--- config.mk ---
export PLATFORM = sky130hd
export DESIGN_NAME = vec_scoreboard
export DESIGN_NICKNAME = d
export VERILOG_FILES = /design/src/rtl/vec_scoreboard.sv
export SDC_FILE = /design/constraint.sdc
export NUM_CORES = 1
export LEC_CHECK = 0
export CORE_MARGIN = 2
export CORE_UTILIZATION = 42
export DETAILED_ROUTE_END_ITERATION = 10
export GPL_ROUTABILITY_DRIVEN = 0
export PLACE_DENSITY = 0.81
export SETUP_SLACK_MARGIN = 0.15
export SKIP_LAST_GASP = 1
export SYNTH_ARGS = -nofsm -noshare
export SYNTH_HDL_FRONTEND = slang
export SYNTH_SLANG_ARGS = --single-unit
export TNS_END_PERCENT = 20
--- constraint.sdc ---
create_clock -name clk -period 4.8 [get_ports clk]
set_input_delay 0.96 -clock clk [delete_from_list [all_inputs] [get_ports clk]]
set_output_delay 0.96 -clock clk [all_outputs]
set_load 0.03 [all_outputs]
--- src/rtl/vec_scoreboard.sv ---
module vec_scoreboard #(
  parameter int NVEC  = 32,
  parameter int NINT  = 32,
  parameter int NCR   = 8,
  parameter int CNT_W = 32
) (
  input  logic             clk,
  input  logic             rst,
  input  logic             req_valid,
  output logic             req_ready,
  input  logic [2:0]       req_class,
  input  logic [NVEC-1:0]  req_vec_in,
  input  logic [NVEC-1:0]  req_vec_out,
  input  logic [NINT-1:0]  req_int_in,
  input  logic [NINT-1:0]  req_int_out,
  input  logic [NCR-1:0]   req_cr,
  input  logic [NVEC-1:0]  clr_vec,
  input  logic [NINT-1:0]  clr_int,
  input  logic [NCR-1:0]   clr_cr,
  input  logic             clr_status,
  output logic             stall,
  output logic [CNT_W-1:0] stall_count,
  output logic [1:0]       wb_count
);
  localparam logic [2:0] CL_INTV = 3'd1;
  localparam logic [2:0] CL_CR   = 3'd2;
  localparam logic [2:0] CL_VST  = 3'd3;
  localparam logic [2:0] CL_FROM = 3'd4;
  localparam logic [2:0] CL_TO   = 3'd5;
  localparam logic [CNT_W-1:0] CNT_MAX = {CNT_W{1'b1}};

  logic [NVEC-1:0] vbusy;
  logic [NINT-1:0] ibusy;
  logic [NCR-1:0]  cbusy;
  logic            sbusy;
  logic            wait_r;

  logic [NVEC-1:0] v_eff;
  logic [NINT-1:0] i_eff;
  logic [NCR-1:0]  c_eff;
  logic            s_eff;

  assign v_eff = vbusy & ~clr_vec;
  assign i_eff = ibusy & ~clr_int;
  assign c_eff = cbusy & ~clr_cr;
  assign s_eff = sbusy & ~clr_status;

  logic is_int, is_cr, is_vst, is_from, is_to, is_move;
  assign is_int  = req_class == CL_INTV;
  assign is_cr   = req_class == CL_CR;
  assign is_vst  = req_class == CL_VST;
  assign is_from = req_class == CL_FROM;
  assign is_to   = req_class == CL_TO;
  assign is_move = is_from | is_to;

  logic hazard, grant;
  assign hazard = (|(v_eff & (req_vec_in | req_vec_out)))
                | (is_int & |(i_eff & (req_int_in | req_int_out)))
                | (is_cr & |(c_eff & req_cr))
                | ((is_vst | is_move) & s_eff);

  assign req_ready = ~hazard;
  assign stall     = req_valid & hazard;
  assign grant     = req_valid & ~hazard;

  logic       out_one;
  logic [1:0] vec_wb;
  assign out_one = (req_vec_out & (req_vec_out - 1'b1)) == '0;
  assign vec_wb  = (req_vec_out == '0) ? 2'd0 : (out_one ? 2'd1 : 2'd2);
  assign wb_count = is_move ? 2'd1 : vec_wb + {1'b0, is_cr & |req_cr};

  logic [NVEC-1:0] set_vec;
  logic [NINT-1:0] set_int;
  logic [NCR-1:0]  set_cr;
  logic            set_st;
  assign set_vec = (grant & ~is_to) ? req_vec_out : '0;
  assign set_int = (grant & is_int) ? req_int_out : '0;
  assign set_cr  = (grant & is_cr)  ? req_cr      : '0;
  assign set_st  = grant & (is_vst | is_to);

  logic count_now;
  assign count_now = stall & (wait_r | is_move) & (stall_count != CNT_MAX);

  always_ff @(posedge clk) begin
    if (rst) begin
      vbusy       <= '0;
      ibusy       <= '0;
      cbusy       <= '0;
      sbusy       <= 1'b0;
      wait_r      <= 1'b0;
      stall_count <= '0;
    end else begin
      vbusy  <= v_eff | set_vec;
      ibusy  <= i_eff | set_int;
      cbusy  <= c_eff | set_cr;
      sbusy  <= s_eff | set_st;
      wait_r <= stall;
      if (count_now) stall_count <= stall_count + 1'b1;
    end
  end

  p_dest_busy_r5: assert property (@(posedge clk) disable iff (rst)
    (grant && !is_to) |=> ((vbusy & $past(req_vec_out)) == $past(req_vec_out)));

  p_int_busy_r2: assert property (@(posedge clk) disable iff (rst)
    (grant && is_int) |=> ((ibusy & $past(req_int_out)) == $past(req_int_out)));

  p_clear_r9: assert property (@(posedge clk) disable iff (rst)
    (|clr_vec) |=> ((vbusy & $past(clr_vec & ~set_vec)) == '0));

  p_cnt_step_r3: assert property (@(posedge clk) disable iff (rst)
    (stall_count != CNT_MAX) |=>
      (stall_count == $past(stall_count) || stall_count == $past(stall_count) + 1'b1));

  p_cnt_sat_r3: assert property (@(posedge clk) disable iff (rst)
    (stall_count == CNT_MAX) |=> (stall_count == CNT_MAX));

  p_first_free_r3: assert property (@(posedge clk) disable iff (rst)
    (stall && !wait_r && !is_move) |=> (stall_count == $past(stall_count)));

  p_stat_set_r8: assert property (@(posedge clk) disable iff (rst)
    (grant && (is_vst || is_to)) |=> sbusy);

  p_hold_r11: assert property (@(posedge clk) disable iff (rst)
    (req_valid && !req_ready) |=> (req_valid && $stable(req_class) && $stable(req_vec_in)
      && $stable(req_vec_out) && $stable(req_int_in) && $stable(req_int_out) && $stable(req_cr)));

  p_cr_busy_r7: assert property (@(posedge clk) disable iff (rst)
    (grant && is_cr) |=> ((cbusy & $past(req_cr)) == $past(req_cr)));
endmodule

# ---- Word-level counts from Yosys, hierarchy flattened
# Index checks and enable logic that the tools add are counted.
dict set report word_totals {
  register_bits 106
  word_cells 66
  out_inout_bits 36
  in_bits 215
}
dict set report classes {
  n_addsub 3
  mux 6
  bitwise_logic 39
  n_eq_ne 6
  reduce_logical 6
}
# op count
set ops {}
lappend ops {{$and A32 B32 Y32} 5}
lappend ops {{$or A32 B32 Y32} 4}
lappend ops {{$logic_not A32 Y1} 2}
lappend ops {{$mux W32} 2}
lappend ops {{$not A32 Y32} 2}
lappend ops {{$reduce_or A32 Y1} 2}
lappend ops {{$add A32 B1 Y32 const B} 1}
lappend ops {{$ne A32 B32 Y1 const B} 1}
lappend ops {{$sub A32 B1 Y32 const B} 1}
lappend ops {{$and A8 B8 Y8} 2}
lappend ops {{$reduce_or A8 Y1} 2}
lappend ops {{$and A1 B1 Y1} 13}
lappend ops {{$mux W8} 1}
lappend ops {{$not A8 Y8} 1}
lappend ops {{$or A1 B1 Y1} 8}
lappend ops {{$or A8 B8 Y8} 1}
lappend ops {{$eq A3 B2 Y1 const B} 2}
lappend ops {{$eq A3 B3 Y1 const B} 2}
lappend ops {{$mux W2} 3}
lappend ops {{$eq A3 B1 Y1 const B} 1}
lappend ops {{$not A1 Y1} 3}
lappend ops {{$add A2 B1 Y2} 1}

# ---- Depth between registers and ports, before layout
dict set report depth {
  depth_word 13
  mapped_depth 11
  mapped_depth_nobuf 11
}

# ---- Worst setup path before layout
# Ideal clock, no wire load.
dict set report synth_timing {
  path_type {input -> output}
  from {input port req_vec_out[8]}
  to {output port wb_count[1]}
  cell_stages 10
  t_required_ps 3840
  path_slack_ps 579
  path_buffers 0
  arrival_ps 3261
  path_cell_list {nor3_1 -> nand2_1 -> or4_4 -> o22a_1 -> o22ai_2 -> nand2_1 -> nor4b_2 -> ha_1 -> xnor2_1 -> nor2_1}
}
dict set report synth_between {
  elab_chain_cells 7
  elab_cells_between_ends 8
  cone_classes {add/sub: 2; mux: 3; bitwise: 1; reduce/logical: 2}
}
# item line
set synth_rtl {}
lappend synth_rtl {{start, declared} 13} ;# input logic [NVEC-1:0] req_vec_out,
lappend synth_rtl {{$sub A32 B1 Y32} 68} ;# assign out_one = (req_vec_out & (req_vec_out - 1'b1)) == '0;
lappend synth_rtl {{$and A32 B32 Y32} 68}
lappend synth_rtl {{$logic_not A32 Y1} 68}
lappend synth_rtl {{$mux W2} 69} ;# assign vec_wb = (req_vec_out == '0) ? 2'd0 : (out_one ? 2'd1 : 2'd2);
lappend synth_rtl {{$mux W2 *} 69}
lappend synth_rtl {{$add A2 B1 Y2 *} 70} ;# assign wb_count = is_move ? 2'd1 : vec_wb + {1'b0, is_cr & |req_cr};
lappend synth_rtl {{$mux W2 *} 70}
lappend synth_rtl {{end, declared} 23} ;# output logic [1:0] wb_count
# Every way passes the cells marked *; elsewhere a longest branch is shown, timed or not.

# ---- Final worst setup path
dict set report layout_timing {
  from {input port req_vec_out[2]}
  to {output port wb_count[0]}
}
# The elaborated chain is that of the path after synthesis.

==> metrics.yaml <==
outcome:
  outcome: "finished clean"
placed_design:
  io_buffer_count: 250
  dp_hpwl_mm: 15.1
  dp_cells: 1089
synthesis:
  seq_area_frac_synth: 0.386
  synth.avg_cell_area_um2: 8.53
  ys_warn_count: 0
  synthesis.nets: 862
  synth_edf_count: 0
  syn_area_um2: 5500
  synth-seq-cells: 106
  synthTopCellsByArea: "dfxtp_1, o2bb2ai_1, nand2b_1"
  yosysMostFrequentCell: "dfxtp_1"
  async_reset_ff_frac: 0
  ys_types: 65
  yosys.area.top_type: "dfxtp_1"
  ys.flop_type: "dfxtp_1"
  synthCells: 645
  synth_top_area_frac: 0.386
  synthTopCellsByCount: "dfxtp_1, nor2_1, nand2b_1, o2bb2ai_1, o22ai_1"
power_and_ir_drop:
  internal-power_w: 0.00166
  leakagePower_nw: 3.15
  switching_share: 0.301
  powerDensity_nw_per_um2: 269
  p_comb_frac: 0.284
  p_switching_w: 0.000714
  ir_drop_uv: 250
  clkPwrFrac: 0.310
  p_seq_frac: 0.406
global_routing:
  grt_pass1_vias: 6255
  grt_util_all_layers: 0.279
  antenna_found_initial: 1
  grt-ovfl-total: 0
  grt_pass1_wl_mm: 31.4
  grt_start_max_net_pins: 63
sta:
  skew_ps: 7.67
  fin_crit_sh: 0.939
  final-setup-viol-count: 0
  finalCriticalPeriod_ps: 4510
  tightest_slew_ps: 694
  slew_viol_final: 0
  relSlewSlack: 0.537
  hold_violations: 0
  fmax_ghz: 0.222
  rsz0062_at_grt: "no"
  holdWs_ps: 486
clocking:
  cts_root_buf: "clkbuf_16"
  cts_buffers: 9
  cts_tree: "done"
  cts_max_level: 3
  clock-sinks: 106
  clk_latency_ps: 360
  path_clk_slew_ps: 70
  cts_buffer_depth: 2
  ctsHoldBuffers: 0
floorplan:
  start_util: 0.432
  die_width_um: 118
  die_h_um: 118
  io_pins: 251
  die_area_um2: 14000
  core-area_um2: 12700
  placementRows: 41
worst_setup_path:
  path_cells: "dlygate4sd2_1 > nor4_4 > buf_4 > buf_4 > nand4_1 > maj3_1 > o32ai_1 > o21a_1 > nor4b_2 > ha_1 > or2_4 > buf_6"
  r2r_start: "ibusy[29]"
  critPathRequiredTime_ps: 3840
  cp_slowest_cell: "maj3_1"
  worst_path_most_repeated_cell: "buf_4"
  ff2ff_path_depth: 10
  reg2reg_to: "vbusy[12]"
  endpoint: "wb_count[0]"
  cp_max_fo: 2
  start_kind: "input port"
  end_kind: "output port"
  cp-startpoint: "req_vec_out[2]"
  crit_arrival_ps: 3550
  cp_slowest_stage_delay_ps: 380
  critical_path_class: "input port to output port"
  reg2reg_slack_ps: 1770
cells_and_area:
  final_util: 0.692
  fin_cells: 1108
  syn_to_final_growth_pct: 60.2
  drive_above_1_share: 0.109
  layout.nets: 1148
hold_path:
  min_from: "vbusy[19]"
  min_path_cells: 2
  hold_path_class: "flip-flop to flip-flop"
routing:
  postRouteAntennaNets: 0
  via_count: 6228
  drt_iter0_markers: 419
  wirelength_mm: 19.7
  drc_errors: 0
  vias_per_cell: 5.62
  drtPass1Iterations: 5
  wire_per_inst_um: 17.8
job:
  maxCapViolations: 0
==> power groups by stage <==
stage	Clock, W	Sequential (W)	Combinational (W)
finish	0.000735	0.000961	0.000673
global route	0.000772	0.000967	0.000714
CTS	0.000740	0.000961	0.000668
detailed placement	0	0.000981	0.000665
global placement	0	0.000979	0.000652
floorplan	0	0.000981	0.000334
==> logic make-up after synthesis <==
| group | share of synthesized area |
|---|---|
| flops | 0.386 |
| compound gates | 0.231 |
| simple gates | 0.318 |
| mux | 0.00410 |
| fa+ha+maj | 0.00637 |
| xor+xnor | 0.0287 |
| buf+inv | 0.0259 |
==> registers in the layout (all words and copies together), names as in the netlist <==
signal       cells
cbusy            8
ibusy           32
sbusy            1
stall_count     32
vbusy           32
wait_r           1
==> repair_timing <==
item	CTS	global route
buffers inserted	3	0
pin swaps	14	16
endpoints found under the setup margin	2	2
gates resized for setup	29	19
==> worst min-delay path by stage <==
stage	to	slack [ps]
finish	vbusy[19]	490
CTS	vbusy[19]	490
global placement	ibusy[15]	470
floorplan	ibusy[12]	460
detailed placement	vbusy[19]	480
global route	vbusy[19]	510
==> layer usage <==
| layer | part of all wire | up-vias | global-route usage |
|---|---|---|---|
| met5 | 0 | - | 0 |
| met2 | 0.49 | 323 | 0.487 |
| met1 | 0.40 | 2888 | 0.325 |
| met4 | 0.041 | 0 | 0.143 |
| met3 | 0.069 | 56 | 0.0492 |
| li1 | - | 2961 | - |
==> stage by stage <==
stage / power [W] / cell area, µm² / TNS, ps / worst slack, ps
2_1_floorplan: 0.00131 / 5500 / 0 / 579
3_3_place_gp: 0.00163 / 8460 / -520 / -520
3_5_place_dp: 0.00165 / 8460 / -502 / -502
4_1_cts: 0.00237 / 8790 / 0 / 154
5_1_grt: 0.00245 / 8810 / 0 / 154
6_report: 0.00237 / 8810 / 0 / 292
==> critical path: cells and delay by family <==
kind | cells | cell delay [ps]
AND/OR/NAND/NOR | 4 | 860
adder cells (fa/ha/maj) | 2 | 650
AO/OA/AOI/OAI | 2 | 380
buffers and inverters | 4 | 680
==> cell usage in the layout, fill, tap and decap left out, drive strengths merged, types with 9 or more instances in the layout <==
cell,instances
a21oi,15
buf,54
clkbuf,16
clkdlybuf4s50,224
dfxtp,106
dlygate4sd2,11
nand2,23
nand2b,66
nand3,20
nand3b,10
nand4,10
nor2,102
nor3,23
nor3b,12
nor4,16
o21ai,10
o22ai,35
o2bb2ai,64
o31ai,9
xnor2,18
==> area by class of cell <==
cell class | instances | area (µm²)
timing repair buffer | 300 | 2850
tap | 172 | 215
sequential | 106 | 2120
multi-input combinational | 507 | 3300
antenna | 1 | 2.50
inverter | 7 | 26.3
fill | 1017 | 3910
clock buffer | 12 | 267
clock inverter | 3 | 22.5
Note: power is estimated with default switching activity, not from simulation.
